**config.mk**
```make
export PLATFORM = sky130hd
export DESIGN_NAME = uart_txq_lowater
export DESIGN_NICKNAME = d
export VERILOG_FILES = /design/src/rtl/txq_pkg.sv /design/src/rtl/txq_store.sv /design/src/rtl/txq_mark.sv /design/src/rtl/uart_txq_lowater.sv
export SDC_FILE = /design/constraint.sdc
export NUM_CORES = 1
export LEC_CHECK = 0
export ABC_AREA = 1
export BUFFER_PORTS_ARGS = -buffer_cell sky130_fd_sc_hd__buf_2
export CORE_ASPECT_RATIO = 1.75
export CORE_MARGIN = 8
export CORE_UTILIZATION = 50
export CTS_CLUSTER_SIZE = 24
export DETAILED_ROUTE_END_ITERATION = 6
export PLACE_DENSITY_LB_ADDON = 0.05
export SLEW_MARGIN = 20
export SYNTH_ARGS = -nofsm -noshare
export SYNTH_HDL_FRONTEND = slang
export SYNTH_HIERARCHICAL = 1
export SYNTH_SLANG_ARGS = --single-unit
```
**constraint.sdc**
```tcl
create_clock -name clk -period 2.5 [get_ports clk]
set_clock_uncertainty 0.1 [all_clocks]
set_input_delay 0.25 -clock clk [delete_from_list [all_inputs] [get_ports clk]]
set_output_delay 0.25 -clock clk [all_outputs]
set_load 0.01 [all_outputs]
```
**src/rtl/txq_pkg.sv**
```systemverilog
package txq_pkg;
   typedef logic [7:0] txq_byte_t;
endpackage

```
**src/rtl/txq_store.sv**
```systemverilog
module txq_store
   import txq_pkg::*;
#(
   parameter int DEPTH  = 32,
   parameter int WORD_W = 16,
   parameter int CNT_W  = $clog2(DEPTH + 1)
) (
   input  logic              clk,
   input  logic              rst_n,
   input  logic              wr_en,
   input  logic [WORD_W-1:0] wr_data,
   input  logic              pop,
   output txq_byte_t         head_data,
   output logic [CNT_W-1:0]  count,
   output logic              ovf
);
   localparam int PTR_W = (DEPTH > 1) ? $clog2(DEPTH) : 1;
   localparam logic [CNT_W-1:0] FULL_CNT = CNT_W'(DEPTH);
   localparam bit POW2 = ((DEPTH & (DEPTH - 1)) == 0);

   txq_byte_t        mem [DEPTH];
   logic [PTR_W-1:0] wptr, rptr, wptr_nx, rptr_nx;
   logic             is_full, is_empty, w_acc, p_acc;

   assign is_full  = (count == FULL_CNT);
   assign is_empty = (count == '0);
   assign w_acc    = wr_en && !is_full;
   assign p_acc    = pop && !is_empty;

   generate
      if (POW2) begin : g_wrap_nat
         assign wptr_nx = wptr + 1'b1;
         assign rptr_nx = rptr + 1'b1;
      end else begin : g_wrap_cmp
         assign wptr_nx = (wptr == PTR_W'(DEPTH - 1)) ? '0 : wptr + 1'b1;
         assign rptr_nx = (rptr == PTR_W'(DEPTH - 1)) ? '0 : rptr + 1'b1;
      end
   endgenerate

   always_ff @(posedge clk) begin
      if (w_acc) mem[wptr] <= wr_data[7:0];
   end

   always_ff @(posedge clk) begin
      if (!rst_n) begin
         wptr  <= '0;
         rptr  <= '0;
         count <= '0;
         ovf   <= 1'b0;
      end else begin
         if (w_acc) wptr <= wptr_nx;
         if (p_acc) rptr <= rptr_nx;
         case ({w_acc, p_acc})
            2'b10:   count <= count + 1'b1;
            2'b01:   count <= count - 1'b1;
            default: count <= count;
         endcase
         if (wr_en && is_full) ovf <= 1'b1;
      end
   end

   assign head_data = mem[rptr];

   assert_level_bound_R10: assert property (@(posedge clk) disable iff (!rst_n)
      count <= FULL_CNT);
   assert_level_step_R10: assert property (@(posedge clk) disable iff (!rst_n)
      1'b1 |=> (count == $past(count)) || (count == $past(count) + 1'b1)
               || (count == $past(count) - 1'b1));
   assert_no_overflow_R4: assert property (@(posedge clk) disable iff (!rst_n)
      (is_full && wr_en && !pop) |=> (count == FULL_CNT) && ovf);
   assert_ovf_sticky_R4: assert property (@(posedge clk) disable iff (!rst_n)
      ovf |=> ovf);
   assert_empty_pop_R7: assert property (@(posedge clk) disable iff (!rst_n)
      (is_empty && pop && !wr_en) |=> (count == '0));
endmodule

```
**src/rtl/txq_mark.sv**
```systemverilog
module txq_mark #(
   parameter int CNT_W = 6
) (
   input  logic             clk,
   input  logic             rst_n,
   input  logic [CNT_W-1:0] count,
   input  logic [CNT_W-1:0] low_mark,
   input  logic             irq_en,
   input  logic             ser_busy,
   output logic             ready,
   output logic             irq,
   output logic             is_empty,
   output logic             done
);
   assign is_empty = (count == '0);
   assign ready    = (count <= low_mark);
   assign irq      = ready && irq_en;
   assign done     = is_empty && !ser_busy;

   assert_empty_ready_R5: assert property (@(posedge clk) disable iff (!rst_n)
      is_empty |-> ready);
   assert_irq_gate_R6: assert property (@(posedge clk) disable iff (!rst_n)
      irq |-> (irq_en && ready));
endmodule

```
**src/rtl/uart_txq_lowater.sv**
```systemverilog
module uart_txq_lowater
   import txq_pkg::*;
#(
   parameter int DEPTH  = 32,
   parameter int WORD_W = 16,
   parameter int CNT_W  = $clog2(DEPTH + 1)
) (
   input  logic              clk,
   input  logic              rst_n,
   input  logic              wr_en,
   input  logic [WORD_W-1:0] wr_data,
   input  logic              pop,
   input  logic              ser_busy,
   input  logic [CNT_W-1:0]  low_mark,
   input  logic              irq_en,
   output logic [7:0]        head_data,
   output logic [CNT_W-1:0]  level,
   output logic              empty,
   output logic              tx_ready,
   output logic              tx_irq,
   output logic              tx_done,
   output logic              overflow
);
   generate
      if (DEPTH < 2) begin : g_bad_depth
         $error("DEPTH must be at least 2");
      end
      if (WORD_W < 8) begin : g_bad_word
         $error("WORD_W must hold a byte");
      end
      if (CNT_W < $clog2(DEPTH + 1)) begin : g_bad_cnt
         $error("CNT_W too narrow for DEPTH");
      end
   endgenerate

   txq_byte_t head_b;

   txq_store #(.DEPTH(DEPTH), .WORD_W(WORD_W), .CNT_W(CNT_W)) u_store (
      .clk       (clk),
      .rst_n     (rst_n),
      .wr_en     (wr_en),
      .wr_data   (wr_data),
      .pop       (pop),
      .head_data (head_b),
      .count     (level),
      .ovf       (overflow)
   );

   txq_mark #(.CNT_W(CNT_W)) u_mark (
      .clk      (clk),
      .rst_n    (rst_n),
      .count    (level),
      .low_mark (low_mark),
      .irq_en   (irq_en),
      .ser_busy (ser_busy),
      .ready    (tx_ready),
      .irq      (tx_irq),
      .is_empty (empty),
      .done     (tx_done)
   );

   assign head_data = head_b;

   assert_done_empty_R8: assert property (@(posedge clk) disable iff (!rst_n)
      tx_done |-> (empty && !ser_busy));
   assert_write_rise_R10: assert property (@(posedge clk) disable iff (!rst_n)
      (wr_en && !pop && !overflow && empty) |=> (level == CNT_W'(1)));
endmodule

```
==> metrics.md, run 1 <==
| Metric | Value |
|---|---|
| Result of the run | finished, violations left |
| Failing checks | setup timing |
| Placed Cells | 1398 |
| CTS Root Cell | clkbuf_16 |
| HPWL after DPL | 17.48 mm |
| F_max | 391.4 MHz |
| Mapped Nets | ~1100 |
| Initial Utilization | 50.57% |
| Reg2reg end | u_store/mem[10][7] |
| # rows | 74 |
| Post-DRT Antenna Nets | 0 |
| Multi-input gate area | approximately 3300 um^2 |
| Worst setup EP type | output port |
| Worst-margin pin slew | about 960 ps |
| Yosys cell types | 28 |
| RSZ-0062 raised after global routing | true |
| Worst Setup Path Type | register to output port |
| Storage element area | 8133 um^2 |
| Bufs on Longest Clock Path | 3 |
| Max_cap viols | 0 |
| Power Dens Cells | between 900 and 1000 nW/um^2 |
| Slew margin rel. | 35.54% |
| Slowest cell on crit path | dfxtp_4 |
| Startpoint Class | register |
| Post-layout worst setup margin | -55.08 ps |
| Crit-path cells | buf_12 -> inv_16 -> clkbuf_16 -> nand2_1 -> nand3_1 -> nand3_2 -> a21oi_2 -> nor2_1 -> a21oi_1 -> buf_2 |
| FF-to-FF Start | u_store/count[3] |
| Critical Path AT | approximately 2200 ps |
| Setup slack, reg-to-reg | between 150 and 200 ps |
| Final Cycle Share | 102.2% |
| Initial DRC count | around 600 |
| Slew Viols, Final | 0 |
| CP Data Required Time | ~2200 ps |
| Fill cells | between 1500 and 2000 |
| Post-synth EDFFs | between 200 and 300 |
| Register-to-Register Path Depth | 8 |
| Clock slew at reported path FFs | 60 ps |
| Layout cells sized above 1 | 15.13% |
| WL/cell | roughly 20 um |
| Final Hold Viols | 0 |
| Leak | a little over 5 nW |
| GRT Total Usage | 19.98% |
| TNS Setup | -168.6 ps |
| Avg Inst Size Synth | ~11 um^2 |
| DR vias | roughly 8000 |
| Post-Syn Area | approximately 12000 um^2 |
| Std-Cell Core Area | 23240 um^2 |
| Sequential area share after synthesis | 69.16% |
| Place WS | ~120 ps |
| Routed Wire Length | between 20 and 30 mm |
| ANT cells | 0 |
| Crit path max fanout | 12 |
| CTS sink cnt | 278 |
| Hold Crit Start | pop |
| Routability Congestion | around 0.8 |
| Die W | ~130 um |
| Drt via density | between 5 and 6 |
| Main synth FF type | edfxtp_1 |
| DRT Pass-1 Iters | 5 |
| Final Non-Filler Cells | 1461 |
| Hold WC Path Type | input port to register |
| Post-Syn Instances | 1078 |
| Pin count of the biggest net entering global routing | 65 |
| Vias in the first global route | slightly below 8000 |
| Hold slack | between 100 and 150 ps |
| Fin crit period | 2555 ps |
| Final number of setup-violating endpoints | 6 |
| Clk Latency, worst-skew pair | ~520 ps |
| DRC viols | 0 |
| Ys Warns | 6 |
| Post-route cell area | around 14000 um^2 |
| # IOs | between 40 and 50 |
| Area delta synth->final | 16.68% |
| H-tree levels | 1 |
| Clock buffer count from CTS | 24 |
| CTS tree | yes |
| Quantity of I/O buffers inserted on ports | 38 |
| Hold depth | 5 |
| Placed Area | 12390 um^2 |
| First-pass GRT wire length | 44.10 mm |
| Antenna violations before repair | 0 |
| Final nets | about 1200 |
| Peak supply drop | around 0.66 mV |
| Slowest stage delay, CP | between 300 and 400 ps |
| Async SR Flop Fraction | 0% |
| DIE AREA | between 20000 and 30000 um^2 |
| Register bit total from synthesis | around 280 |
| Grt total ovfl | 0 |
| Die extent in y | around 220 um |
## critical path, delay by kind of cell (launching register included)
| family | cells | cell delay [ps] |
|---|---|---|
| AND/OR/NAND/NOR | 4 | 350 |
| AO/OA/AOI/OAI | 2 | 330 |
| buffers and inverters | 4 | 630 |
| flip-flops | 1 | 360 |
## registers in the layout, summed over array words and instances, names as in the netlist, named ones only
signal,flops
u_store/count,6
u_store/mem,256
u_store/ovf,1
u_store/rptr,5
u_store/wptr,5
## final cells by class
cell class | instances | share of cell area [%]
Inverter | 48 | 1.451
Multi-Input combinational cell | 698 | 24.18
Timing Repair Buffer | 89 | 6.697
Clock buffer | 38 | 5.356
Tap cell | 304 | 2.774
Clock inverter | 6 | 0.2372
Sequential cell | 278 | 59.31
## cell usage in the layout (no fill, tap or decap), types with 7 or more instances in the layout
master,synthesis,final
nand2_1,348,344
edfxtp_1,256,256
nand3_1,177,167
a21oi_1,65,53
nor2_1,53,49
inv_1,45,42
buf_2,35,38
buf_4,4,29
clkbuf_16,0,28
dfxtp_1,22,20
ha_1,14,14
a21oi_2,1,13
o21ai_0,13,13
nand3_2,2,12
buf_16,0,9
clkbuf_1,11,7
nand2_2,3,7
## per-layer routing
layer | part of all wire [%] | vias to the layer above | GRT usage (%)
li1 | - | 3850 | -
met1 | 39 | 3844 | 22.52
met2 | 53 | 215 | 37.25
met3 | 4.1 | 56 | 1.969
met4 | 3.5 | 0 | 9.234
met5 | 0 | - | 0
## cells by family (layout without fill, tap and decap cells)
group | count (synthesis) | in the layout | share of synthesized area, %
compound gates | 89 | 89 | 4.024
xor+xnor | 5 | 5 | 0.3726
fa+ha+maj | 14 | 14 | 1.490
buf+inv | 102 | 181 | 3.822
flops | 278 | 278 | 69.16
simple gates | 590 | 590 | 21.13
## how the worst max path moves through the flow
stage / to / startpoint / cells past startpoint
after global routing: head_data[1] / register / 12
after CTS: head_data[1] / register / 10
final: head_data[7] / register / 10
after floorplan: u_store/count[4] / u_store/count[4] / 19
after detailed placement: u_store/count[4] / u_store/count[3] / 18
after global placement: u_store/count[4] / u_store/count[3] / 18
## where the power goes
group          internal (mW)  total [mW]  switching, mW
Clock                   2.02        3.58           1.56
Sequential              5.21        5.28         0.0718
Combinational           1.52        3.95           2.44
## timing repair
action                     4_1_cts  5_1_grt
hold endpoints to repair        12        0
setup endpoints to repair        8       26
hold buffers                     2        0
gates cloned                     5        3
buffers inserted                 5        4
gates resized for setup         46       13
pin swaps                        3        3
## cell usage after synthesis (2+ instances only)
master	n	area (um^2)
nand2_1	348	1306
edfxtp_1	256	7687
nand3_1	177	885.9
a21oi_1	65	325.3
nor2_1	53	198.9
inv_1	45	168.9
buf_2	35	175.2
dfxtp_1	22	440.4
ha_1	14	175.2
o21ai_0	13	65.06
clkbuf_1	11	41.29
o31ai_1	8	60.06
buf_4	4	30.03
xnor2_1	4	35.03
buf_1	3	11.26
nand2_2	3	18.77
nor3_1	3	15.01
inv_2	2	7.510
nand3_2	2	20.02
nor2_4	2	22.52
## stage by stage
| stage | util (%) | power [mW] |
|---|---|---|
| after global routing | 59.01 | 13.46 |
| final | 59.01 | 12.81 |
| after CTS | 58.38 | 12.77 |
| after floorplan | - | 7.524 |
| after global placement | 53.31 | 8.684 |
| after detailed placement | 53.31 | 8.715 |
(Power assumes the default switching activity.)
==> run 2: changes to the inputs <==
- ABC_AREA: 1 -> unset
- CELL_PAD_IN_SITES_DETAIL_PLACEMENT: unset -> 1
- CELL_PAD_IN_SITES_GLOBAL_PLACEMENT: unset -> 1
- CORE_UTILIZATION: 50 -> 48
- GPL_ROUTABILITY_DRIVEN: unset -> 1
==> metrics.md, run 2 <==
| Metric | Value |
|---|---|
| Setup slack, reg-to-reg | -150 ps (-320 ps) |
| Largest Register | u_store/mem |
| Final design utilization | 57.11% (-1.9 points) |
| Failing checks | setup timing |
| Area delta synth->final | 17.41% |
| Hold WC Path Type | input port to register |
| Grt total ovfl | 0 (unchanged) |
| Most frequent cells in the layout | 256 x edfxtp_1, 68 x mux2i_1, 44 x buf_4 |
| Clock buffer count from CTS | 25 (+4.2%) |
| Worst-margin pin slew | 851.1 ps (-112.2 ps) |
| Top cells by count, synth | 256 x edfxtp_1, 68 x mux2i_1, 50 x nor2_1 |
| Post-DRT Antenna Nets | 0 (unchanged) |
| Startpoint Class | register |
| Critical Path AT | 2450 ps (+240 ps) |
| Worst Setup Path Type | register to output port |
| Most numerous cell in the Yosys netlist | edfxtp_1 |
| Share of the synthesized area in the top cell type | 67.74% (+2.3 points) |
| Post-Syn Area | 11350 um^2 (-3.4%) |
| Result of the run | finished, violations left |
| Worst setup EP type | output port |
| Final nets | 792 (-33%) |
| Crit path max fanout | 6 (-6) |
| Ys Warns | 6 (unchanged) |
| Slowest stage delay, CP | 560 ps (+200 ps) |
| Drt via density | 5.745 (+5.4%) |
| Final Hold Viols | 0 (unchanged) |
| Max_cap viols | 0 (unchanged) |
| Die W | 132.2 um (+0.25%) |
| Largest registers | u_store/mem: 256 flops, u_store/count: 6 flops |
| Main synth FF type | edfxtp_1 |
| Power Dens Cells | 904.6 nW/um^2 (-3.2%) |
| RSZ-0062 raised after global routing | true |
| Std-Cell Core Area | 23330 um^2 (+0.40%) |
| Initial Utilization | 48.64% (-1.9 points) |
| First-pass GRT wire length | 41.81 mm (-5.2%) |
| H-tree levels | 1 (unchanged) |
| Async SR Flop Fraction | 0% (unchanged) |
| DR vias | 6159 (-23%) |
| Peak supply drop | 0.6419 mV (-2.9%) |
| Die extent in y | 219.4 um (+0.27%) |
| GRT Total Usage | 19.26% (-0.71 points) |
| Initial DRC count | 333 (-44%) |
| Final number of setup-violating endpoints | 12 (+6) |
| Synth area leader | edfxtp_1 |
| WL/cell | 25.60 um (+29%) |
| Final Cycle Share | 112.1% (+9.9 points) |
| Leak | 4.332 nW (-15%) |
| # IOs | 47 (unchanged) |
| # rows | 74 (unchanged) |
| Area contributors post-synth | edfxtp_1 68%, mux2i_1 6.0%, dfxtp_1 3.9%, mux4_2 3.6%, mux4_1 3.2% |
| Hold slack | 92.79 ps (-19.72 ps) |
| Yosys cell types | 58 (+110%) |
| F_max | 356.7 MHz (-8.9%) |
| Crit-path cells | buf_12 -> mux4_2 -> a22o_1 -> a221oi_2 -> buf_4 -> nand3_2 -> buf_6 |
| Post-Syn Instances | 659 (-39%) |
| Pin count of the biggest net entering global routing | 38 (-42%) |
| Avg Inst Size Synth | 17.22 um^2 (+58%) |
| CTS sink cnt | 278 (unchanged) |
| CP Data Required Time | 2150 ps (about the same) |
| Bufs on Longest Clock Path | 3 (unchanged) |
| ANT cells | 0 (unchanged) |
| DIE AREA | 29010 um^2 (+0.52%) |
| Largest register FFs | 256 (unchanged) |
| Antenna violations before repair | 0 (unchanged) |
| CTS Root Cell | clkbuf_16 |
| Sequential area share after synthesis | 71.62% (+2.5 points) |
| Layout cells sized above 1 | 29.30% (+14 points) |
| Clock slew at reported path FFs | 60 ps (about the same) |
| Slew Viols, Final | 0 (unchanged) |
| Slowest cell on crit path | mux4_2 |
| Routed Wire Length | 27.44 mm (-5.3%) |
| CTS tree | yes |
| Clk Latency, worst-skew pair | 520 ps (about the same) |
| Vias in the first global route | 6846 (-14%) |
| Slew margin rel. | 43.05% (+7.5 points) |
| Register bit total from synthesis | 278 (unchanged) |
| HPWL after DPL | 18.48 mm (+5.7%) |
| Routability Congestion | 0.8643 (+8.4%) |
| Quantity of I/O buffers inserted on ports | 38 (unchanged) |
| Post-layout worst setup margin | -303.2 ps (-248.1 ps) |
| DRC viols | 0 (unchanged) |
| DRT Pass-1 Iters | 4 (-1) |
| Post-synth EDFFs | 256 (unchanged) |
| Most common cell after layout, fill and taps aside | edfxtp_1 |
| Mapped Nets | 701 (-37%) |
| Fin crit period | 2803 ps (+248.1 ps) |
[run 2: path summary, 6_finish.rpt]
kind | to | start | cells past startpoint
worst max-delay path | head_data[7] | register | 7
worst min register to register | u_store/ovf | u_store/ovf | 2
worst min-delay path | u_store/rptr[2] | pop | 4
worst max register to register | u_store/count[3] | u_store/count[3] | 10
[run 2: final cells by class]
| type | instances | area [um^2] |
|---|---|---|
| clock buffer | 30 | 664.4 |
| clock inverter | 15 | 122.6 |
| fill | 2181 | 10010 |
| inverter | 14 | 52.55 |
| multi-input combinational | 331 | 3171 |
| sequential | 278 | 8147 |
| tap | 304 | 380.4 |
| timing repair buffer | 100 | 787.0 |
[run 2: through the flow]
| stage | power, mW | std cells | setup TNS (ps) | area [um^2] | worst slack (ps) |
|---|---|---|---|---|---|
| floorplan | 7.076 | 659 | -1121 | 11420 | -371.4 |
| global placement | 7.937 | 1012 | -524.2 | 12170 | -155.7 |
| detailed placement | 8.023 | 1012 | -661.2 | 12170 | -195.0 |
| CTS | 11.98 | 1064 | -2779 | 13180 | -346.3 |
| global route | 12.48 | 1072 | -3632 | 13320 | -387.1 |
| finish | 12.05 | 1072 | -2502 | 13320 | -303.2 |
[run 2: what timing repair did]
action | 4_1_cts | 5_1_grt
gates resized for setup | 38 | 37
endpoints found under the hold margin | 4 | 0
setup endpoints to repair | 25 | 173
cloned | 1 | 0
pin swaps | 21 | 12
buffers inserted | 4 | 9
hold buffers | 2 | 0
[run 2: power breakdown]
group	internal (mW)	total [mW]	switching [mW]
clock	2.10	3.72	1.62
combinational	1.44	3.02	1.57
sequential	5.22	5.32	0.101
[run 2: critical path: cells and delay by family (launching register included)]
family	cells	cell delay, ps
mux	1	560
compound gates	2	470
buf+inv	3	430
flops	1	380
simple gates	1	80
[run 2: cell families after synthesis]
logic type               Yosys count  synth area share [%]
multiplexers                     100                 12.81
adder cells (fa/ha/maj)           14                 1.544
AO/OA/AOI/OAI                     76                 5.149
buffers and inverters             50                 2.150
XOR/XNOR                          10                0.7718
flip-flops                       278                 71.62
AND/OR/NAND/NOR                  131                 5.954
[run 2: per-layer routing]
| layer | GRT usage, % | vias to the layer above | wire (um) |
|---|---|---|---|
| li1 | - | 2803 | - |
| met1 | 20.11 | 3191 | 9902 |
| met2 | 37.92 | 120 | 15710 |
| met5 | 0 | - | 0 |
| met3 | 1.946 | 45 | 811 |
| met4 | 8.596 | 0 | 1016 |
